===== src/rtl/rxbd_pkg.sv =====
package rxbd_pkg;
  localparam int ST_E  = 0;
  localparam int ST_W  = 2;
  localparam int ST_I  = 3;
  localparam int ST_L  = 4;
  localparam int ST_F  = 5;
  localparam int ST_CM = 6;
  localparam int ST_DE = 8;
  localparam int ST_NO = 11;
  localparam int ST_PR = 12;
  localparam int ST_CR = 13;
  localparam int ST_OV = 14;
  localparam int ST_CD = 15;

  typedef struct packed {
    logic eof;
    logic par;
    logic crc;
    logic nonoct;
    logic dpll;
    logic ovr;
    logic cd;
  } rx_flags_t;
endpackage


===== src/rtl/rxbd_bufmem.sv =====
module rxbd_bufmem #(
  parameter int DEPTH = 32,
  parameter int AW    = $clog2(DEPTH)
) (
  input  logic          clk,
  input  logic          we,
  input  logic [AW-1:0] waddr,
  input  logic [7:0]    wdata,
  input  logic [AW-1:0] raddr,
  output logic [7:0]    rdata
);
  logic [7:0] mem [DEPTH];

  always_ff @(posedge clk) begin
    if (we) mem[waddr] <= wdata;
    rdata <= mem[raddr];
  end
endmodule


===== src/rtl/rxbd_table.sv =====
module rxbd_table #(
  parameter int NDESC = 4,
  parameter int DIW   = $clog2(NDESC)
) (
  input  logic                        clk,
  input  logic                        rst,
  input  logic                        h_we,
  input  logic [DIW-1:0]              h_idx,
  input  logic                        h_word,
  input  logic [15:0]                 h_wdata,
  input  logic                        e_we,
  input  logic [DIW-1:0]              e_idx,
  input  logic [15:0]                 e_st,
  input  logic [15:0]                 e_len,
  output logic [NDESC-1:0][15:0]      st_o,
  output logic [NDESC-1:0][15:0]      len_o,
  output logic [NDESC-1:0]            own_o
);
  import rxbd_pkg::*;

  logic [NDESC-1:0][15:0] st_q, len_q;

  always_ff @(posedge clk) begin
    if (rst) begin
      st_q  <= '0;
      len_q <= '0;
    end else begin
      if (h_we) begin
        if (h_word) len_q[h_idx] <= h_wdata;
        else        st_q[h_idx]  <= h_wdata;
      end
      if (e_we) begin
        st_q[e_idx]  <= e_st;
        len_q[e_idx] <= e_len;
      end
    end
  end

  assign st_o  = st_q;
  assign len_o = len_q;

  for (genvar g = 0; g < NDESC; g++) begin : g_own
    assign own_o[g] = st_q[g][ST_E];
  end
endmodule


===== src/rtl/rxbd_engine.sv =====
module rxbd_engine #(
  parameter int NDESC     = 4,
  parameter int BUF_BYTES = 8,
  parameter int DIW       = $clog2(NDESC),
  parameter int BAW       = $clog2(BUF_BYTES),
  parameter int CW        = BAW + 1
) (
  input  logic                   clk,
  input  logic                   rst,
  input  logic                   rx_valid,
  input  logic [7:0]             rx_data,
  input  rxbd_pkg::rx_flags_t    fl,
  input  logic [CW-1:0]          lim,
  input  logic [NDESC-1:0][15:0] desc_st,
  output logic                   buf_we,
  output logic [DIW+BAW-1:0]     buf_addr,
  output logic [7:0]             buf_wdata,
  output logic                   wb_en,
  output logic [DIW-1:0]         wb_idx,
  output logic [15:0]            wb_st,
  output logic [15:0]            wb_len,
  output logic                   wb_err,
  output logic                   accept,
  output logic                   rxb_set,
  output logic                   busy_set,
  output logic [DIW-1:0]         cur_o,
  output logic                   open_o,
  output logic                   own_o,
  output logic [CW-1:0]          cnt_o
);
  import rxbd_pkg::*;

  logic [DIW-1:0] cur_q;
  logic           open_q, inf_q, first_q;
  logic [CW-1:0]  cnt_q, cnt_n;
  logic [15:0]    fcnt_q, fcnt_n;
  logic [15:0]    cur_st;
  logic           own, err, first_n, close;

  always_comb begin
    cur_st   = desc_st[cur_q];
    own      = cur_st[ST_E];
    accept   = rx_valid && (open_q || own);
    busy_set = rx_valid && !accept;
    err      = fl.par | fl.crc | fl.nonoct | fl.dpll | fl.ovr | fl.cd;
    cnt_n    = cnt_q + 1'b1;
    fcnt_n   = (inf_q ? fcnt_q : 16'd0) + 16'd1;
    first_n  = open_q ? first_q : !inf_q;
    close    = accept && (fl.eof || err || cnt_n == lim);

    wb_st        = '0;
    wb_st[ST_E]  = cur_st[ST_CM] && !err;
    wb_st[ST_W]  = cur_st[ST_W];
    wb_st[ST_I]  = cur_st[ST_I];
    wb_st[ST_L]  = fl.eof;
    wb_st[ST_F]  = first_n;
    wb_st[ST_CM] = cur_st[ST_CM];
    wb_st[ST_DE] = fl.dpll;
    wb_st[ST_NO] = fl.nonoct;
    wb_st[ST_PR] = fl.par;
    wb_st[ST_CR] = fl.crc;
    wb_st[ST_OV] = fl.ovr;
    wb_st[ST_CD] = fl.cd;
    wb_len       = fl.eof ? fcnt_n : {{(16-CW){1'b0}}, cnt_n};
    wb_en        = close;
    wb_idx       = cur_q;
    wb_err       = err;
    rxb_set      = close && cur_st[ST_I];

    buf_we    = accept;
    buf_addr  = {cur_q, cnt_q[BAW-1:0]};
    buf_wdata = rx_data;
  end

  always_ff @(posedge clk) begin
    if (rst) begin
      cur_q   <= '0;
      open_q  <= 1'b0;
      inf_q   <= 1'b0;
      first_q <= 1'b0;
      cnt_q   <= '0;
      fcnt_q  <= '0;
    end else if (accept) begin
      open_q  <= !close;
      cnt_q   <= close ? '0 : cnt_n;
      first_q <= first_n;
      inf_q   <= !fl.eof;
      fcnt_q  <= fl.eof ? 16'd0 : fcnt_n;
      if (close) begin
        if (cur_st[ST_W] || cur_q == DIW'(NDESC-1)) cur_q <= '0;
        else                                       cur_q <= cur_q + 1'b1;
      end
    end else if (busy_set && fl.eof) begin
      inf_q  <= 1'b0;
      fcnt_q <= '0;
    end
  end

  assign cur_o  = cur_q;
  assign open_o = open_q;
  assign own_o  = own;
  assign cnt_o  = cnt_q;
endmodule


===== src/rtl/rxbd_ring.sv =====
module rxbd_ring #(
  parameter int NDESC     = 4,
  parameter int BUF_BYTES = 8
) (
  input  logic                                          clk,
  input  logic                                          rst,
  input  logic                                          rx_valid,
  input  logic [7:0]                                    rx_data,
  input  logic                                          rx_eof,
  input  logic                                          rx_par_err,
  input  logic                                          rx_crc_err,
  input  logic                                          rx_nonoct,
  input  logic                                          rx_dpll_err,
  input  logic                                          rx_ovr,
  input  logic                                          rx_cd_lost,
  input  logic [$clog2(BUF_BYTES):0]                    cfg_max_len,
  input  logic [1:0]                                    irq_en,
  input  logic [1:0]                                    evt_clr,
  output logic [1:0]                                    evt,
  output logic                                          irq,
  input  logic                                          host_we,
  input  logic [$clog2(NDESC)+$clog2(BUF_BYTES):0]      host_addr,
  input  logic [15:0]                                   host_wdata,
  output logic [15:0]                                   host_rdata
);
  import rxbd_pkg::*;

  localparam int DIW = $clog2(NDESC);
  localparam int BAW = $clog2(BUF_BYTES);
  localparam int CW  = BAW + 1;
  localparam int HAW = 1 + DIW + BAW;

  rx_flags_t fl;
  assign fl = '{eof: rx_eof, par: rx_par_err, crc: rx_crc_err, nonoct: rx_nonoct,
                dpll: rx_dpll_err, ovr: rx_ovr, cd: rx_cd_lost};

  logic [CW-1:0] lim;
  assign lim = (cfg_max_len == '0 || cfg_max_len > CW'(BUF_BYTES)) ? CW'(BUF_BYTES) : cfg_max_len;

  logic                   sel_buf, desc_hit;
  logic [DIW-1:0]         h_idx;
  assign sel_buf  = host_addr[HAW-1];
  assign desc_hit = !sel_buf && (host_addr[HAW-2:DIW+1] == '0);
  assign h_idx    = host_addr[DIW:1];

  logic [NDESC-1:0][15:0] desc_st, desc_len;
  logic [NDESC-1:0]       desc_e;
  logic                   buf_we, wb_en, wb_err, accept, rxb_set, busy_set;
  logic                   eng_open, cur_own;
  logic [DIW+BAW-1:0]     buf_addr;
  logic [7:0]             buf_wdata, buf_rd;
  logic [DIW-1:0]         wb_idx, cur_idx;
  logic [15:0]            wb_st, wb_len;
  logic [CW-1:0]          cnt;

  rxbd_engine #(.NDESC(NDESC), .BUF_BYTES(BUF_BYTES)) u_eng (
    .clk(clk), .rst(rst), .rx_valid(rx_valid), .rx_data(rx_data), .fl(fl),
    .lim(lim), .desc_st(desc_st), .buf_we(buf_we), .buf_addr(buf_addr),
    .buf_wdata(buf_wdata), .wb_en(wb_en), .wb_idx(wb_idx), .wb_st(wb_st),
    .wb_len(wb_len), .wb_err(wb_err), .accept(accept), .rxb_set(rxb_set),
    .busy_set(busy_set), .cur_o(cur_idx), .open_o(eng_open), .own_o(cur_own),
    .cnt_o(cnt)
  );

  rxbd_table #(.NDESC(NDESC)) u_tab (
    .clk(clk), .rst(rst), .h_we(host_we && desc_hit), .h_idx(h_idx),
    .h_word(host_addr[0]), .h_wdata(host_wdata), .e_we(wb_en), .e_idx(wb_idx),
    .e_st(wb_st), .e_len(wb_len), .st_o(desc_st), .len_o(desc_len), .own_o(desc_e)
  );

  rxbd_bufmem #(.DEPTH(NDESC*BUF_BYTES)) u_mem (
    .clk(clk), .we(buf_we), .waddr(buf_addr), .wdata(buf_wdata),
    .raddr(host_addr[DIW+BAW-1:0]), .rdata(buf_rd)
  );

  logic        sel_q;
  logic [15:0] desc_rd_q;
  logic [1:0]  evt_q, evt_n;
  logic        irq_q;

  always_comb evt_n = (evt_q & ~evt_clr) | {busy_set, rxb_set};

  always_ff @(posedge clk) begin
    if (rst) begin
      sel_q     <= 1'b0;
      desc_rd_q <= '0;
      evt_q     <= '0;
      irq_q     <= 1'b0;
    end else begin
      sel_q     <= sel_buf;
      desc_rd_q <= !desc_hit ? 16'h0 : (host_addr[0] ? desc_len[h_idx] : desc_st[h_idx]);
      evt_q     <= evt_n;
      irq_q     <= |(evt_n & irq_en);
    end
  end

  assign host_rdata = sel_q ? {8'h00, buf_rd} : desc_rd_q;
  assign evt        = evt_q;
  assign irq        = irq_q;
endmodule


===== config.mk =====
export PLATFORM = sky130hd
export DESIGN_NAME = rxbd_ring
export DESIGN_NICKNAME = d
export VERILOG_FILES = /design/src/rtl/rxbd_pkg.sv /design/src/rtl/rxbd_bufmem.sv /design/src/rtl/rxbd_table.sv /design/src/rtl/rxbd_engine.sv /design/src/rtl/rxbd_ring.sv
export SDC_FILE = /design/constraint.sdc
export NUM_CORES = 1
export LEC_CHECK = 0
export BUFFER_PORTS_ARGS = -buffer_cell sky130_fd_sc_hd__buf_2
export CAP_MARGIN = 20
export CORE_AREA = 2 2 201 203
export DETAILED_ROUTE_END_ITERATION = 16
export DIE_AREA = 0 0 203 205
export MAX_ROUTING_LAYER = met4
export PLACE_DENSITY_LB_ADDON = 0.3
export SYNTH_ARGS = -nofsm -noshare
export SYNTH_HDL_FRONTEND = slang
export SYNTH_HIERARCHICAL = 1
export SYNTH_SLANG_ARGS = --single-unit

===== constraint.sdc =====
create_clock -name clk -period 3.09 [get_ports clk]
set_input_delay 0.7725 -clock clk [delete_from_list [all_inputs] [get_ports clk]]
set_output_delay 0.7725 -clock clk [all_outputs]
set_load 0.02 [all_outputs]

==> results of run 1 <==
==> placed cells by master (no fill, tap or decap), types with 5 or more instances in the layout <==
cell type / count
nor2b_1: 16
nand3b_1: 9
clkbuf_1: 9
buf_4: 101
nand3_1: 13
buf_2: 63
a21oi_1: 22
dfxtp_1: 179
inv_1: 8
or2_2: 5
mux4_2: 102
mux2_2: 21
clkinv_1: 7
o21ai_0: 9
a311oi_2: 17
a22o_1: 17
buf_12: 13
clkbuf_16: 47
nand2_1: 283
mux4_1: 13
clkinv_2: 7
xnor2_1: 12
nor2_1: 190
nor3_1: 10
a311oi_1: 114
xor2_1: 8
edfxtp_1: 256
==> state kept, by name, summed over array words and instances (netlist names) <==
| signal | count |
|---|---|
| u_tab/len_o | 64 |
| irq | 1 |
| u_mem/rdata | 8 |
| u_eng/cnt_o | 4 |
| u_eng/fcnt_q | 16 |
| u_tab/own_o | 4 |
| u_eng/inf_q | 1 |
| u_mem/mem | 256 |
| sel_q | 1 |
| desc_rd_q | 16 |
| u_tab/st_o | 60 |
| u_eng/first_q | 1 |
| u_eng/cur_o | 2 |
| evt | 2 |
| u_eng/open_o | 1 |
==> power by group <==
part           total [mW]  switching [mW]  internal, mW
Combinational       0.603           0.359         0.244
Sequential           6.20          0.0149          6.18
Clock                5.36            2.25          3.12
==> how the worst max path moves through the flow <==
| stage | start | to | slack (ns) | cells after the start |
|---|---|---|---|---|
| CTS | u_eng/fcnt_q[0] | u_tab/len_o[30] | 0.05 | 11 |
| global placement | rx_crc_err | u_tab/len_o[9] | -0.06 | 9 |
| global route | u_eng/cnt_o[1] | u_tab/len_o[1] | 0.07 | 9 |
| finish | u_eng/cnt_o[1] | u_tab/len_o[15] | 0.19 | 9 |
| floorplan | u_eng/inf_q | u_tab/len_o[46] | 0.002 | 11 |
| detailed placement | rx_crc_err | u_tab/len_o[4] | -0.13 | 9 |
==> per-layer routing <==
layer / GRT usage (%) / vias up
li1: - / 5937
met1: 34.9 / 6827
met2: 41.5 / 566
met3: 4.50 / 100
met4: 7.43 / 0
met5: - / -
==> through the flow <==
step | setup TNS, ns | setup WS, ns | instances | area [µm²] | hold WS, ns
4_1_cts | 0 | 0.0507 | 2170 | 22200 | 0.395
6_report | 0 | 0.193 | 2174 | 22200 | 0.423
2_1_floorplan | 0 | 0.00239 | 1548 | 19800 | 0.433
3_3_place_gp | -0.712 | -0.0635 | 2091 | 20800 | 0.442
5_1_grt | 0 | 0.0727 | 2173 | 22200 | 0.406
3_5_place_dp | -2.30 | -0.128 | 2091 | 20800 | 0.458
==> layout make-up <==
type                            count  area [µm²]
Antenna cell                        4        10.0
Sequential cell                   437       11300
Timing Repair Buffer              177        1330
Clock inverter                     19         175
Fill cell                        3144       17100
Clock buffer                       60        1260
Tap cell                          525         657
Inverter                            9        33.8
Multi-Input combinational cell    943        7430
==> worst max-delay path, cell delays in order, from the launching register on <==
cell,delay [ns]
dfxtp_1,0.43
ha_1,0.30
xor3_1,0.33
nor3_1,0.20
buf_4,0.15
a21oi_1,0.07
nor2_1,0.28
or3b_2,0.51
buf_4,0.25
a311oi_1,0.27
==> results_dict.tcl, run 1 <==
set metrics [dict create \
    p_leak_nw 7.56 \
    syn_to_final_growth_pct 12.4 \
    slew-limit-headroom_pct 42.7 \
    holdPathStages 2 \
    die_h_um 205 \
    numClockSinks 437 \
    critPathLaunchType "flip-flop" \
    grt_util_all_layers_pct 26.2 \
    final_net_count 1665 \
    dpl.hpwl_um 32900 \
    port_buffers 67 \
    cts.repair.resized 0 \
    avgSynthCellArea_um2 12.8 \
    cts_buffer_depth 3 \
    first_pass_iters 7 \
    grt_pass1_vias 12800 \
    ant_nets 0 \
    ir_drop_uv 326 \
    dr_wl_met2_um 25600 \
    crit_path_end_kind "flip-flop" \
    ioPinCount 68 \
    wl_per_cell_um 24.2 \
    setup_viol 0 \
    worstMarginPinSlew_ns 0.858 \
    worstSetupPathType "flip-flop to flip-flop" \
    rsz0062_at_grt "false" \
    cts_buffers 45 \
    slew_violations 0 \
    synth.yosys.warnings 6 \
    syn_inst 1545 \
    reg2reg_from "u_eng/cnt_o[1]" \
    hold_viol 0 \
    drcViolationCount 0 \
    cap_violations 0 \
    start_util_pct 50.2 \
    num_vias 13400 \
    die_x_um 203 \
    wirelength_um 52700 \
    r2r-end "u_tab/len_o[15]" \
    drive_gt1_share_pct 24.8 \
    fp-row-count 73 \
    r2r_slack_ns 0.19 \
    die-area_um2 41600 \
    highest_layer "met4" \
    h-tree-depth 2 \
    wl_met1_um 21800 \
    skew_ns 0.0134 \
    clockRootBuffer "clkbuf_16" \
    grt_pass1_wl_um 79100 \
    hp-start "irq_en[1]" \
    overflow 0 \
    final.min_clock_period_ns 2.90 \
    antenna_found_initial 3 \
    status "completed" \
    clk_latency_ns 0.57 \
    ctsHoldBuffers 0 \
    critPathRequiredTime_ns 3.56 \
    synth_area_um2 19800 \
    fin_crit_sh_pct 93.7 \
    powerDensity_nw_per_um2 547 \
    min_path_type "primary input to flip-flop" \
    dr_wl_met3_um 3960 \
    coreArea_um2 39400 \
    vias_per_cell 6.18 \
    worst-path-max-fanout 28 \
    r2r_cells 9 \
    fmax_mhz 345 \
    worstPathArrival_ns 3.36 \
    place_congestion 0.882 \
    holdPathEnd "irq" \
    cts_setup_buffers 0 \
    clkSlewWorstSetupHoldPaths_ns 0.06 \
    post-route-util_pct 56.4 \
    p_total_mw 12.2 \
    cts_tree "built" \
    drt_iter0_drc 1367 \
    grt_max_degree 104 \
]
No activity file was read; power rests on OpenSTA's default activity.
==> run 2, diff against run 1 <==
- REMOVE_ABC_BUFFERS: not set -> 1
==> run 2 against run 1 <==
Global-route usage decreased by 0.45 points. Sequential cell count did not move. Total power rose by 4.7%. Critical path type unchanged. Highest routed layer unchanged. First-iteration DRC count rose by 9.5%. Combinational power about the same. Via count down 0.47%.
==> results_dict.tcl, run 2 (same netlist as run 1, synthesis figures left out) <==
set metrics [dict create \
    fmax_mhz 343 \
    cts_buffers 47 \
    start_util_pct 50.2 \
    place_congestion 0.861 \
    num_vias 13400 \
    skew_ns 0.0193 \
    final.min_clock_period_ns 2.92 \
    largest_register_ffs 256 \
    drt_iter0_drc 1497 \
    grt_max_degree 110 \
    ant_nets 0 \
    sw_frac_of_total_pct 21.3 \
    fp-row-count 73 \
    ioPinCount 68 \
    p_sw_mw 2.71 \
    powerDensity_nw_per_um2 568 \
    ctsHoldBuffers 0 \
    worstPathArrival_ns 3.40 \
    first_pass_iters 7 \
    grt_util_all_layers_pct 25.7 \
    clkPwrFrac_pct 46.6 \
    critPathLaunchType "flip-flop" \
    dpl.hpwl_um 31900 \
    cts_tree "built" \
    wl_per_cell_um 23.5 \
    critical_path_buf_inv_count 1 \
    setup_ws_ns 0.174 \
    regArea_um2 11300 \
    power_frac_comb_pct 4.7 \
    syn_to_final_growth_pct 13.5 \
    vias_per_cell 6.13 \
    final_net_count 1664 \
    dp_slack_ns -0.126 \
    h-tree-depth 2 \
    wirelength_um 51300 \
    clkSlewWorstSetupHoldPaths_ns 0.06 \
    max_stage_delay_ns 0.65 \
    holdWs_ns 0.401 \
    pwr-share-seq_pct 48.7 \
    port_buffers 67 \
    path_delay_family "simple AND/OR/NAND/NOR gates" \
    clockRootBuffer "clkbuf_16" \
    regMostFlops "u_mem/mem" \
    slew-limit-headroom_pct 52.2 \
    multiInputGateArea_um2 7430 \
    fin_crit_sh_pct 94.4 \
    worstSetupPathType "flip-flop to flip-flop" \
    critPathRequiredTime_ns 3.57 \
    antenna_found_initial 4 \
    grt_pass1_vias 13100 \
    dpl.cell_count 2088 \
    p_int_mw 10.0 \
    status "completed" \
    crit_path_end_kind "flip-flop" \
    die-area_um2 41600 \
    ir_drop_uv 419 \
    p_leak_nw 7.65 \
    die_x_um 203 \
    layout_common_cells "284 x nand2_1, 256 x edfxtp_1, 189 x nor2_1" \
    slowest_stage "or4b_2" \
    final_common_cell "nand2_1" \
    worstMarginPinSlew_ns 0.711 \
    slew_violations 0 \
    min_path_type "primary input to flip-flop" \
    numClockSinks 437 \
    die_h_um 205 \
    overflow 0 \
    drive_gt1_share_pct 25.1 \
    grt_pass1_wl_um 78000 \
    cap_violations 0 \
    crit_chain "nand2_1 -> inv_1 -> ha_2 -> and4_4 -> or4b_2 -> or2_2 -> xnor2_1 -> nor2_2 -> nor2_1 -> a311oi_1" \
    setup_viol 0 \
    cts_buffer_depth 3 \
    clk_latency_ns 0.59 \
    final_cell_count_no_fill 2180 \
    coreArea_um2 39400 \
    hold_viol 0 \
    rsz0062_at_grt "false" \
    worst-path-max-fanout 5 \
    drcViolationCount 0 \
    tns_ns 0 \
    fill_cells 3052 \
]
-- run 2: cell count changes in the layout (fill, tap and decap cells not counted), sizes merged --
cell,delta
buf,-3
inv,+1
clkinvlp,+1
bufinv,+3
clkbuf,+4
-- run 2: layer usage --
layer	wire length [µm]	GRT usage, %	share of wire (%)	up-vias
li1	-	-	-	5929
met1	20700	33.7	40	6641
met2	24000	39.3	47	691
met3	5090	6.19	9.9	106
met4	1610	9.25	3.1	0
met5	0	-	0	-
-- run 2: through the flow --
stage          util (%)  cell area [µm²]  total power [mW]
2_1_floorplan         -            18800              6.54
3_3_place_gp       52.7            20700              6.91
5_1_grt            57.0            22400              13.1
4_1_cts            56.9            22400              12.8
6_report           57.0            22400              12.7
3_5_place_dp       52.7            20700              6.92
-- run 2: worst paths after layout --
path | from | to | slack [ns] | depth (start not counted)
max | u_eng/fcnt_q[0] | u_tab/len_o[62] | 0.17 | 10
min | irq_en[1] | irq | 0.40 | 2
max reg2reg | u_eng/fcnt_q[0] | u_tab/len_o[62] | 0.17 | 10
min reg2reg | u_eng/first_q | u_eng/first_q | 0.46 | 2
-- run 2: power by group through the flow --
stage               registers, mW  clock network (mW)  logic [mW]
floorplan                    6.32                   0       0.224
detailed placement           6.32                   0       0.603
global route                 6.19                6.24       0.644
finish                       6.19                5.93       0.603
CTS                          6.19                6.02       0.605
global placement             6.32                   0       0.595
-- run 2: area by class of cell --
class	instances	area share, %
Timing Repair Buffer	174	5.90
Sequential cell	437	50.5
Clock buffer	64	6.04
Inverter	9	0.151
Multi-Input combinational cell	943	33.1
Tap cell	525	2.93
Clock inverter	24	1.33
Antenna cell	4	0.0446
-- run 2: timing repair --
item / CTS / global route
endpoints found under the setup margin: 0 / 4
setup buffers: 0 / 0
resized for setup: 0 / 4
==> run 3, diff against run 2 <==
- clock period: 3.09 -> 3.3 ns (I/O delays scaled with it)
==> run 3 against run 2 <==
Cell count is 1.1% lower. Utilization is 0.96 points lower. Die area stayed put. Count of clock-buffer cells in the layout stayed put. Global-route usage is 0.12 points lower. Fmax is 4.3% lower. Clock power is 17% lower. Worst hold slack better by 0.051 ns. First-iteration DRC count is 3.2% lower. Register-to-register slack better by 0.08 ns. Total power is 11% lower. Critical endpoint is now u_tab/len_o[14].
==> results_dict.tcl, run 3 (same netlist as run 1, synthesis figures left out) <==
set metrics [dict create \
    fmax_mhz 328 \
    grt_max_degree 159 \
    final.min_clock_period_ns 3.05 \
    tns_ns 0 \
    setup_viol 0 \
    hp-start "irq_en[1]" \
    critPathLaunchType "flip-flop" \
    worstPathArrival_ns 3.52 \
    grt_pass1_wl_um 78100 \
    rsz0062_at_grt "false" \
    die_h_um 205 \
    cts_buffers 46 \
    p_int_mw 8.84 \
    min_path_type "primary input to flip-flop" \
    regMostFlops "u_mem/mem" \
    antenna_found_initial 2 \
    worstSetupPathType "flip-flop to flip-flop" \
    overflow 0 \
    fp-row-count 73 \
    cts_buffer_depth 3 \
    holdWs_ns 0.452 \
    fin_crit_sh_pct 92.3 \
    first_pass_iters 7 \
    h-tree-depth 2 \
    critPathRequiredTime_ns 3.78 \
    final_common_cell "nand2_1" \
    reg2reg_from "u_eng/fcnt_q[0]" \
    clkPwrFrac_pct 43.7 \
    crit_path_end_kind "flip-flop" \
    power_frac_comb_pct 4.9 \
    largest_register_ffs 256 \
    slew-limit-headroom_pct 34.6 \
    layout_common_cells "284 x nand2_1, 256 x edfxtp_1, 190 x nor2_1" \
    dpl.hpwl_um 31300 \
    port_buffers 67 \
    num_vias 13300 \
    ant_nets 0 \
    slew_violations 0 \
    grt_pass1_vias 13100 \
    powerDensity_nw_per_um2 512 \
    clkSlewWorstSetupHoldPaths_ns 0.06 \
    p_leak_nw 7.47 \
    final_net_count 1647 \
    critPathLaunch "u_eng/fcnt_q[0]" \
    status "completed" \
    drt_iter0_drc 1449 \
    worstMarginPinSlew_ns 0.978 \
    numClockSinks 437 \
    clk_latency_ns 0.58 \
    clockRootBuffer "clkbuf_16" \
    syn_to_final_growth_pct 11.5 \
    hold_viol 0 \
    cts_setup_buffers 0 \
    start_util_pct 50.2 \
    cts.repair.resized 0 \
    pwr-share-seq_pct 51.4 \
    grtUsageMet1_pct 35.1 \
    use_met2_pct 39.2 \
    sw_frac_of_total_pct 21.6 \
    drcViolationCount 0 \
    die_x_um 203 \
    grt_util_all_layers_pct 25.6 \
    post-route-util_pct 56.0 \
    cap_violations 0 \
    place_congestion 0.809 \
    worst-path-max-fanout 5 \
    skew_ns 0.0191 \
    ctsHoldBuffers 0 \
    drive_gt1_share_pct 23.6 \
    coreArea_um2 39400 \
    vias_per_cell 6.15 \
    fill_cells 3143 \
    grt.met3_usage_pct 4.42 \
    dp_slack_ns 0.0708 \
    ioPinCount 68 \
    busiest_layer "met2" \
    setup_ws_ns 0.253 \
    cts_tree "built" \
    p_sw_mw 2.44 \
    die-area_um2 41600 \
    ir_drop_uv 390 \
    wirelength_um 50600 \
    wl_per_cell_um 23.5 \
]
[run 3: cell types whose count changed in the layout (fill, tap and decap cells not counted), sizes merged]
| cell | delta |
|---|---|
| buf | -16 |
| bufinv | -5 |
| clkinv | +2 |
| clkinvlp | -2 |
| diode | -2 |
| inv | -2 |
[run 3: layout make-up]
type | instances | area, µm² | share of cell area (%)
clock inverter | 17 | 110 | 0.500
antenna | 2 | 5.00 | 0.0227
clock buffer | 64 | 1310 | 5.95
multi-input combinational | 943 | 7420 | 33.7
tap | 525 | 657 | 2.98
inverter | 9 | 33.8 | 0.153
timing repair buffer | 158 | 1190 | 5.40
sequential | 437 | 11300 | 51.3
[run 3: final timing paths]
kind	slack (ns)	cells past startpoint	to
setup / recovery	0.25	10	u_tab/len_o[14]
setup reg to reg	0.25	10	u_tab/len_o[14]
hold reg to reg	0.46	2	u_eng/first_q
hold / removal	0.45	2	irq
[run 3: power groups by stage]
| stage | registers [mW] | clock network [mW] | logic, mW |
|---|---|---|---|
| after global placement | 5.92 | 0 | 0.544 |
| after CTS | 5.80 | 5.01 | 0.555 |
| final | 5.80 | 4.93 | 0.552 |
| after floorplan | 5.92 | 0 | 0.210 |
| after global routing | 5.80 | 5.24 | 0.590 |
| after detailed placement | 5.92 | 0 | 0.553 |
[run 3: worst max-delay path, cell delays in order, from the launching register on]
cell and delay [ns]:
dfxtp_1 0.38, nand2_1 0.15, inv_1 0.11, ha_1 0.26
and4_1 0.28, or4b_2 0.66, or2_2 0.33, xnor2_1 0.15
nor2_1 0.27, nor2_1 0.09, a311oi_1 0.27
[run 3: per-layer routing]
| metal | part of all wire, % | vias to the layer above | wire length (µm) |
|---|---|---|---|
| li1 | - | 5896 | - |
| met2 | 47 | 603 | 23900 |
| met4 | 2.8 | 0 | 1390 |
| met1 | 42 | 6647 | 21200 |
| met3 | 8.1 | 111 | 4120 |
| met5 | 0 | - | 0 |
[run 3: through the flow]
stage / total power [mW] / cells / instance area (µm²)
after floorplan: 6.13 / 1389 / 18800
after global placement: 6.46 / 2072 / 20600
after detailed placement: 6.47 / 2072 / 20600
after CTS: 11.4 / 2153 / 22000
after global routing: 11.6 / 2154 / 22000
final: 11.3 / 2155 / 22000
